--- config.mk ---
export PLATFORM = sky130hd
export DESIGN_NAME = gci_monitor_engine
export DESIGN_NICKNAME = d
export VERILOG_FILES = /design/src/rtl/gci_pkg.sv /design/src/rtl/gci_datapath.sv /design/src/rtl/gci_ctrl.sv /design/src/rtl/gci_monitor_engine.sv
export SDC_FILE = /design/constraint.sdc
export NUM_CORES = 1
export LEC_CHECK = 0
export ABC_AREA = 1
export ABC_CLOCK_PERIOD_IN_PS = 2410
export BUFFER_PORTS_ARGS = -buffer_cell sky130_fd_sc_hd__buf_2
export CAP_MARGIN = 20
export CORE_ASPECT_RATIO = 1.5
export CORE_MARGIN = 2
export CORE_UTILIZATION = 57
export DETAILED_ROUTE_END_ITERATION = 8
export GPL_TIMING_DRIVEN = 0
export PLACE_DENSITY_LB_ADDON = 0.15
export SYNTH_ARGS = -nofsm -noshare
export SYNTH_HDL_FRONTEND = slang
export SYNTH_HIERARCHICAL = 1
export SYNTH_SLANG_ARGS = --single-unit
--- constraint.sdc ---
create_clock -name clk -period 2.41 [get_ports clk]
set_input_delay 0.1205 -clock clk [delete_from_list [all_inputs] [get_ports clk]]
set_output_delay 0.1205 -clock clk [all_outputs]
set_load 0.005 [all_outputs]
--- src/rtl/gci_pkg.sv ---
package gci_pkg;
  // command nibbles in the first monitor byte
  localparam logic [3:0] CMD_WRITE = 4'hA;
  localparam logic [3:0] CMD_READ  = 4'hB;

  typedef enum logic [1:0] {RX_IDLE, RX_GOT, RX_GAP, RX_WAITREL} rx_phase_t;

  // control -> datapath strobes, valid in the slot-done cycle
  typedef struct packed {
    logic wrEn;
    logic addrLoad;
    logic addrInc;
  } mon_strobe_t;
endpackage

--- src/rtl/gci_datapath.sv ---
module gci_datapath
  import gci_pkg::*;
#(
  parameter int SUB_W  = 3,
  parameter int ADDR_W = 4
) (
  input  logic              clk,
  input  logic              rstN,
  input  logic              fsync,
  input  logic [SUB_W-1:0]  strap,
  input  logic              rxBit,
  input  logic [5:0]        ciUp,
  input  mon_strobe_t       strobe,
  input  logic [7:0]        upMon,
  input  logic              upMx,
  input  logic              upMr,
  output logic              txBit,
  output logic              txEn,
  output logic              slotDone,
  output logic [7:0]        rxMon,
  output logic              rxMx,
  output logic              rxMr,
  output logic [7:0]        rdData,
  output logic [2:0]        ciModeA,
  output logic [2:0]        ciModeB
);
  localparam int CNT_W = SUB_W + 5;
  localparam int REGS  = 1 << ADDR_W;

  logic [CNT_W-1:0] bitCnt, pos;
  logic             synced, live, inSlot;
  logic [4:0]       sub;
  logic [7:0]       monSr, scSr;
  logic [5:0]       prevCi, modeReg, upCi;
  logic [1:0]       sentCnt;
  logic [7:0]       regs [REGS];
  logic [ADDR_W-1:0] addr;

  // frame position
  always_ff @(posedge clk) begin
    if (!rstN) begin
      bitCnt <= '0;
      synced <= 1'b0;
    end else if (fsync) begin
      bitCnt <= CNT_W'(1);
      synced <= 1'b1;
    end else if (synced) begin
      bitCnt <= bitCnt + 1'b1;
    end
  end

  assign pos    = fsync ? '0 : bitCnt;
  assign live   = fsync | synced;
  assign sub    = pos[4:0];
  assign inSlot = live && (pos[CNT_W-1:5] == strap);
  assign txEn   = inSlot && sub[4];

  // downstream capture
  always_ff @(posedge clk) begin
    if (!rstN) begin
      monSr    <= 8'hFF;
      scSr     <= 8'hFF;
      slotDone <= 1'b0;
    end else begin
      slotDone <= inSlot && (sub == 5'd31);
      if (txEn && !sub[3]) monSr <= {monSr[6:0], rxBit};
      if (txEn &&  sub[3]) scSr  <= {scSr[6:0], rxBit};
    end
  end

  assign rxMon = monSr;
  assign rxMr  = scSr[1];
  assign rxMx  = scSr[0];

  // C/I filter and upstream C/I hold
  always_ff @(posedge clk) begin
    if (!rstN) begin
      prevCi  <= '0;
      modeReg <= '0;
      upCi    <= '0;
      sentCnt <= 2'd2;
    end else if (slotDone) begin
      prevCi <= scSr[7:2];
      if (scSr[7:2] == prevCi) modeReg <= scSr[7:2];
      if (sentCnt == 2'd2 && ciUp != upCi) begin
        upCi    <= ciUp;
        sentCnt <= 2'd1;
      end else if (sentCnt != 2'd2) begin
        sentCnt <= sentCnt + 1'b1;
      end
    end
  end

  assign ciModeA = modeReg[5:3];
  assign ciModeB = modeReg[2:0];

  // register file with auto-incrementing address
  always_ff @(posedge clk) begin
    if (!rstN) begin
      for (int i = 0; i < REGS; i++) regs[i] <= '0;
      addr <= '0;
    end else begin
      if (strobe.wrEn) regs[addr] <= monSr;
      if (strobe.addrLoad)     addr <= monSr[ADDR_W-1:0];
      else if (strobe.addrInc) addr <= addr + 1'b1;
    end
  end

  assign rdData = regs[addr];

  // upstream serializer
  always_comb begin
    txBit = 1'b1;
    if (txEn) begin
      if (!sub[3])            txBit = upMon[3'(5'd23 - sub)];
      else if (sub < 5'd30)   txBit = upCi[3'(5'd29 - sub)];
      else if (sub == 5'd30)  txBit = upMr;
      else                    txBit = upMx;
    end
  end

  a_r1_done_after_slot: assert property (@(posedge clk) disable iff (!rstN)
    slotDone |-> $past(txEn));
  a_r4_write_at_slot_end: assert property (@(posedge clk) disable iff (!rstN)
    strobe.wrEn |-> slotDone);
  a_r8_mode_change_after_slot: assert property (@(posedge clk) disable iff (!rstN)
    !$stable(modeReg) |-> $past(slotDone));
  a_r9_upci_hold: assert property (@(posedge clk) disable iff (!rstN)
    !$stable(upCi) |-> $past(sentCnt == 2'd2));
endmodule

--- src/rtl/gci_ctrl.sv ---
module gci_ctrl
  import gci_pkg::*;
(
  input  logic        clk,
  input  logic        rstN,
  input  logic        slotDone,
  input  logic [7:0]  rxMon,
  input  logic        rxMx,
  input  logic        rxMr,
  input  logic [7:0]  rdData,
  output mon_strobe_t strobe,
  output logic [7:0]  upMon,
  output logic        upMx,
  output logic        upMr
);
  rx_phase_t  rxPh, nxtRx;
  logic       txMode, txChk;
  logic [1:0] byteIdx, abortCnt;
  logic [7:0] cmdReg;
  logic [3:0] txLeft;
  logic       mxAct, mrAct;
  logic       acceptByte, abortNow, startTx, txToChk, txAdvance, txDone;

  assign mxAct = !rxMx;
  assign mrAct = !rxMr;

  always_comb begin
    strobe     = '0;
    nxtRx      = rxPh;
    acceptByte = 1'b0;
    abortNow   = 1'b0;
    startTx    = 1'b0;
    txToChk    = 1'b0;
    txAdvance  = 1'b0;
    txDone     = 1'b0;
    if (slotDone) begin
      if (!txMode) begin
        case (rxPh)
          RX_IDLE:    if (mxAct) acceptByte = 1'b1;
          RX_GOT:     if (mxAct) abortNow = 1'b1; else nxtRx = RX_GAP;
          RX_GAP: begin
            if (mxAct)                       acceptByte = 1'b1;
            else if (byteIdx < 2'd2)         abortNow = 1'b1;
            else if (cmdReg[7:4] == CMD_READ) startTx = 1'b1;
            else                             nxtRx = RX_IDLE;
          end
          default:    if (!mxAct) nxtRx = RX_IDLE;
        endcase
        if (acceptByte) begin
          nxtRx = RX_GOT;
          case (byteIdx)
            2'd0: if (rxMon[7:4] != CMD_WRITE && rxMon[7:4] != CMD_READ) abortNow = 1'b1;
            2'd1: strobe.addrLoad = 1'b1;
            default: begin
              if (cmdReg[7:4] == CMD_READ) abortNow = 1'b1;
              else begin
                strobe.wrEn    = 1'b1;
                strobe.addrInc = 1'b1;
              end
            end
          endcase
        end
        if (startTx) begin
          strobe.addrInc = 1'b1;
          nxtRx = RX_IDLE;
        end
      end else begin
        if (mxAct)              abortNow = 1'b1;
        else if (!txChk)        txToChk = 1'b1;
        else if (!mrAct)        abortNow = 1'b1;
        else if (txLeft == 4'd0) txDone = 1'b1;
        else begin
          txAdvance      = 1'b1;
          strobe.addrInc = 1'b1;
        end
      end
      if (abortNow) begin
        strobe.wrEn    = 1'b0;
        strobe.addrLoad = 1'b0;
        strobe.addrInc = 1'b0;
        nxtRx = mxAct ? RX_WAITREL : RX_IDLE;
      end
    end
  end

  always_ff @(posedge clk) begin
    if (!rstN) begin
      rxPh     <= RX_IDLE;
      txMode   <= 1'b0;
      txChk    <= 1'b0;
      byteIdx  <= '0;
      abortCnt <= '0;
      cmdReg   <= '0;
      txLeft   <= '0;
      upMon    <= 8'hFF;
      upMx     <= 1'b1;
      upMr     <= 1'b1;
    end else if (slotDone) begin
      rxPh <= nxtRx;
      if (acceptByte && !abortNow) begin
        if (byteIdx == 2'd0) cmdReg <= rxMon;
        if (byteIdx != 2'd2) byteIdx <= byteIdx + 1'b1;
      end else if (nxtRx == RX_IDLE || nxtRx == RX_WAITREL) begin
        byteIdx <= '0;
      end
      if (abortNow) begin
        abortCnt <= 2'd1;
        upMr     <= 1'b0;
      end else if (abortCnt != 2'd0) begin
        abortCnt <= abortCnt - 1'b1;
        upMr     <= 1'b0;
      end else begin
        upMr <= !acceptByte;
      end
      if (startTx) begin
        txMode <= 1'b1;
        txChk  <= 1'b0;
        txLeft <= cmdReg[3:0];
        upMon  <= rdData;
        upMx   <= 1'b0;
      end
      if (txToChk) begin
        txChk <= 1'b1;
        upMon <= 8'hFF;
        upMx  <= 1'b1;
      end
      if (txAdvance) begin
        txChk  <= 1'b0;
        txLeft <= txLeft - 1'b1;
        upMon  <= rdData;
        upMx   <= 1'b0;
      end
      if (txDone) txMode <= 1'b0;
      if (abortNow) begin
        txMode <= 1'b0;
        upMon  <= 8'hFF;
        upMx   <= 1'b1;
      end
    end
  end

  a_r2_idle_monitor: assert property (@(posedge clk) disable iff (!rstN)
    (upMon != 8'hFF) |-> !upMx);
  a_r5_mx_only_in_reply: assert property (@(posedge clk) disable iff (!rstN)
    !upMx |-> txMode);
  a_r4_load_or_write: assert property (@(posedge clk) disable iff (!rstN)
    $onehot0({strobe.wrEn, strobe.addrLoad}));
  a_r3_strobes_at_slot_end: assert property (@(posedge clk) disable iff (!rstN)
    (strobe.addrLoad || strobe.addrInc) |-> slotDone);
endmodule

--- src/rtl/gci_monitor_engine.sv ---
module gci_monitor_engine
  import gci_pkg::*;
#(
  parameter int SUB_W  = 3,
  parameter int ADDR_W = 4
) (
  input  logic             clk,
  input  logic             rstN,
  input  logic             fsync,
  input  logic [SUB_W-1:0] strap,
  input  logic             rxBit,
  input  logic [5:0]       ciUp,
  output logic             txBit,
  output logic             txEn,
  output logic [2:0]       ciModeA,
  output logic [2:0]       ciModeB
);
  mon_strobe_t strobe;
  logic [7:0]  upMon, rxMon, rdData;
  logic        upMx, upMr, rxMx, rxMr, slotDone;

  gci_datapath #(.SUB_W(SUB_W), .ADDR_W(ADDR_W)) u_dp (
    .clk(clk), .rstN(rstN), .fsync(fsync), .strap(strap), .rxBit(rxBit),
    .ciUp(ciUp), .strobe(strobe), .upMon(upMon), .upMx(upMx), .upMr(upMr),
    .txBit(txBit), .txEn(txEn), .slotDone(slotDone), .rxMon(rxMon),
    .rxMx(rxMx), .rxMr(rxMr), .rdData(rdData), .ciModeA(ciModeA),
    .ciModeB(ciModeB)
  );

  gci_ctrl u_ctrl (
    .clk(clk), .rstN(rstN), .slotDone(slotDone), .rxMon(rxMon),
    .rxMx(rxMx), .rxMr(rxMr), .rdData(rdData), .strobe(strobe),
    .upMon(upMon), .upMx(upMx), .upMr(upMr)
  );
endmodule

== Word-level counts from Yosys, hierarchy flattened ==
Memory sizes are Yosys's and may differ from the RTL's. A register that Yosys moved wholly into a read port is not among the register bits.
Cells that the tools add are included.
Widths: inputs -> output; s select.

* Add/subtract/negate cells: 8
* Order comparisons: 4
* Equality and inequality tests: 16
* Muxes and demuxes: 108
* Bitwise operators: 2
* Reductions and logical operators: 40

{| class="wikitable"
|+ Operator list
! operator !! number
|-
| $mux 1 || 68
|-
| $mux 8 || 6
|-
| $mux 2 || 19
|-
| $mux 4 || 7
|-
| $reduce_and 2->1 || 8
|-
| $reduce_bool 2->1 || 7
|-
| $eq 5x5->1 const B || 2
|-
| $mux 3 || 3
|-
| $add 8x1->8 const B || 1
|-
| $logic_and 1x1->1 || 8
|-
| $lt 3x4->1 const B || 2
|-
| $ne 4x4->1 const B || 2
|-
| $reduce_or 8->1 || 1
|-
| $bmux 1 s3 || 2
|-
| $eq 2x2->1 const B || 3
|-
| $eq 6x6->1 || 1
|-
| $logic_not 2->1 || 3
|-
| $ne 2x2->1 const B || 3
|-
| $ne 6x6->1 || 1
|-
| $pmux 2 s3 || 1
|-
| $reduce_and 3->1 || 2
|-
| $reduce_bool 3->1 || 2
|-
| $reduce_or 2->1 || 3
|-
| $sub 3x3->3 const A || 2
|-
| other kinds (16) || 21
|}

* Register bits: 80
* Memory bits (writable): 128
* Input bits: 13
* Logic and storage cells: 200
* Memories: 1

{| class="wikitable"
|+ Memory list
! memory !! words !! bits a word !! rd ports !! clocked after memory_dff !! write ports !! line !! source
|-
| u_dp.regs || 16 || 8 || 1 || 1 || 16 || gci_datapath.sv:36 || <nowiki>logic [7:0] regs [REGS];</nowiki>
|}

== Longest topological paths before layout ==
* Word-level depth: 16
* Gate-level depth with buffers: 19
* Mapped depth without buffers: 18

== Cells and area by module ==
Netlist, hierarchy kept.

{| class="wikitable"
|+ Modules (own cells, without submodules)
! module !! times used !! cells each !! area each (sq um)
|-
| gci_datapath || 1 || 988 || 8513.2
|-
| gci_ctrl || 1 || 257 || 1750.4
|}

== Worst setup path before layout ==
Ideal clock, no wire load.

* Kind: register to register
* Start: register u_ctrl.rxPh[1]
* End: memory u_dp.regs[8][0], enable pin
* Setup time: 0.329 ns
* Arrival time: 2.199 ns
* Setup slack: -0.118 ns
* Cell stages (with the launch flop): 16
* Buffers on the path: 0
* Period minus slack after synthesis: 2.528 ns
* Cells stage by stage: dfxtp_1 > inv_1 > ha_1 > o21ai_4 > nor2_4 > nand3_2 > nand2_1 > nand2_2 > nand2_4 > inv_2 > nand4_1 > nor2_1 > nand2_1 > nor2_1 > nand2_2 > nand2_1

{| class="wikitable"
|+ RTL lines
! what !! line !! source
|-
| start, declared || gci_ctrl.sv:16 || <nowiki>rx_phase_t rxPh, nxtRx;</nowiki>
|-
| start signal, assigned || gci_ctrl.sv:99 || <nowiki>rxPh <= nxtRx;</nowiki>
|-
| end, declared || gci_datapath.sv:36 ||
|}

==> results_dict.tcl <==
set metrics [dict create \
    syn_to_final_growth_pct 22.3 \
    hold_end "u_dp/upCi[5]" \
    first_iter_violations 668 \
    relSlewSlack 0.235 \
    holdWs_ns 0.0134 \
    mostFrequentLayoutCell "nand2_1" \
    crit_path_end_kind "flip-flop" \
    final_core_util 0.706 \
    reg2regPathDepth 16 \
    pre_cts_ws_ns -0.717 \
    num_vias 8664 \
    worstPathRequired_ns 2.62 \
    syn_area_per_cell_sq_um 8.24 \
    leakage_nw 5.51 \
    final_antenna_net_count 0 \
    synth.distinct_cells 40 \
    grt_pass1_wl_mm 43.8 \
    dp_hpwl_mm 19.5 \
    htreeDepth 1 \
    hold_start "ciUp[5]" \
    reg2reg_slack_ns -0.09 \
    most-common-layout-cells "nand2_1, nor2_1, inv_1" \
    nFillCells 1381 \
    netlist_area_sq_um 10300 \
    num_rows 60 \
    first_pass_iters 5 \
    critical_path_class "reg -> reg" \
    synth-seq-cells 212 \
    wl_mm 28.0 \
    max_freq_mhz 400 \
    grt-ovfl-total 0 \
    design_area_sq_um 12600 \
    num-nets-final 1362 \
    die_area_sq_um 19100 \
    place_area_sq_um 10600 \
    regToRegStartpoint "u_ctrl/rxPh[1]" \
    route.detailed.drc 0 \
    coreArea_sq_um 17800 \
    grt_pass1_vias 8615 \
    yosys_warnings 6 \
    r2r-end "u_dp/regs[4][3]" \
    synth_nets 1273 \
    status "complete, but fails checks" \
    clock-sinks 212 \
    power.density_nw_per_um2 592 \
    crit_fanout 9 \
    cts_buffer_depth 3 \
    vias_per_cell 5.54 \
    die_h_microns 168 \
    hp-class "in -> reg" \
    start_util 0.577 \
    setup_ws_ns -0.0882 \
    max-vdd-ir-drop_uv 492 \
    setup_viol 139 \
    place.gp.congestion 0.984 \
    root_buffer "clkbuf_16" \
    rsz0062_at_grt "true" \
    ys_seq_area_frac 0.538 \
    synthCells 1245 \
    cts_tree "yes" \
    num_antenna_cells 0 \
    hold-path-cell-count 5 \
    hold_viol 0 \
    skew_ns 0.0105 \
    worstSkewPairLatency_ns 0.51 \
    grt_max_degree 16 \
    die_w_microns 114 \
    final.period_utilization 1.04 \
    numPortBuffers 20 \
    drive_above_1_share 0.182 \
    grt_usage 0.295 \
    fin_tns_setup_ns -6.72 \
    worst_slew_pin_slew_ns 1.14 \
    arrival_ns 2.70 \
    period_needed_ns 2.50 \
    finalMaxSlewViolations 0 \
    crit_path_start_kind "flip-flop" \
    max-cap-violations 0 \
    numCtsBuffers 21 \
    ios 21 \
    path_clk_slew_ns 0.07 \
    wl_per_cell_microns 17.9 \
    violations "setup timing" \
    antenna_found_initial 0 \
    cp-startpoint "u_ctrl/rxPh[1]" \
]
critical path, cell delays in order, from the launching register on:
cell and delay [ns]:
dfxtp_4 0.38, inv_4 0.06, ha_4 0.17, o21ai_4 0.18, nor2_4 0.05, nand3_2 0.07, nand2_2 0.05, nand2_2 0.08
nand2_4 0.06, inv_4 0.07, nand4_1 0.14, nor2_2 0.19, nand2_4 0.12, nor2_4 0.15, buf_12 0.14, nand2_4 0.10
nand2_4 0.18
cell families after synthesis:
logic type	count (synthesis)	share of synthesized area
adder cells (fa/ha/maj)	15	0.0183
flip-flops	212	0.538
XOR/XNOR	6	0.00512
AND/OR/NAND/NOR	611	0.253
buffers and inverters	221	0.0852
AO/OA/AOI/OAI	180	0.100
how the worst max path moves through the flow:
| stage | endpoint | cells after the start |
|---|---|---|
| detailed placement | u_dp/regs[13][5] | 15 |
| global route | u_dp/regs[1][4] | 16 |
| CTS | u_dp/regs[1][5] | 16 |
| floorplan | u_dp/regs[3][0] | 15 |
| finish | u_dp/regs[4][3] | 16 |
| global placement | u_dp/regs[13][5] | 15 |
area by class of cell:
cell class              instances  area (sq um)  area share
repair buffers                 65           607      0.0483
well taps                     217           272      0.0216
flip-flops and latches        212          5530       0.441
plain buffers                  49           233      0.0185
clock inverters                 9          81.3     0.00648
inverters                     172           653      0.0520
multi-input cells             813          4590       0.366
clock buffers                  28           582      0.0463
routing by layer:
layer	global-route usage	up-vias	part of all wire
li1	-	4235	-
met1	0.316	4074	0.36
met2	0.550	263	0.53
met3	0.0364	92	0.047
met4	0.168	0	0.061
met5	0	-	0
state kept, by name, summed over array words and instances, names as in the netlist, 4 cells and up, named ones only:
signal and count:
u_ctrl/cmdReg 8, u_dp/prevCi 6, u_dp/scSr 8, u_dp/upCi 6, u_dp/addr 4, u_dp/rxMon 8
u_dp/bitCnt 8, u_dp/regs 128, u_dp/modeReg 6, u_ctrl/upMon 8, u_ctrl/txLeft 4
Yosys cell counts, drive strengths merged:
library cell	instances	area (sq um)
nand3b	2	15.0
nand3	110	561
o211ai	33	248
o21ai	65	337
nor4	1	6.26
edfxtp	128	3840
o22ai	1	6.26
o211a	1	10.0
inv	170	641
nand4	3	18.8
o21a	1	7.51
dfxtp	84	1680
ha	15	188
or2	1	6.26
nand2	268	1070
clkbuf	28	105
a31oi	4	25.0
xnor2	1	8.76
xor2	5	43.8
clkinv	2	7.51
nor3	9	61.3
a21oi	71	363
buf	21	121
nor2	217	857
a2111oi	1	8.76
a211oi	3	22.5
what timing repair did:
action / in CTS / in global routing
setup endpoints to repair: 264 / 268
gates cloned: 0 / 1
hold buffers: 8 / 0
resized for setup: 86 / 97
pin swaps: 12 / 17
buffers inserted: 22 / 12
hold endpoints to repair: 12 / 0
report_power, final:
group | switching (mW) | internal (mW) | total [mW]
registers | 0.0370 | 3.94 | 3.98
clock network | 1.39 | 1.81 | 3.20
logic | 0.176 | 0.0791 | 0.255
total | 1.60 | 5.83 | 7.44
stage by stage:
step | std cells | total power, mW
after detailed placement | 1482 | 4.26
after global placement | 1482 | 4.25
after floorplan | 1245 | 4.17
final | 1565 | 7.44
after CTS | 1549 | 7.45
after global routing | 1565 | 7.64
No activity file was read; power rests on OpenSTA's default activity.
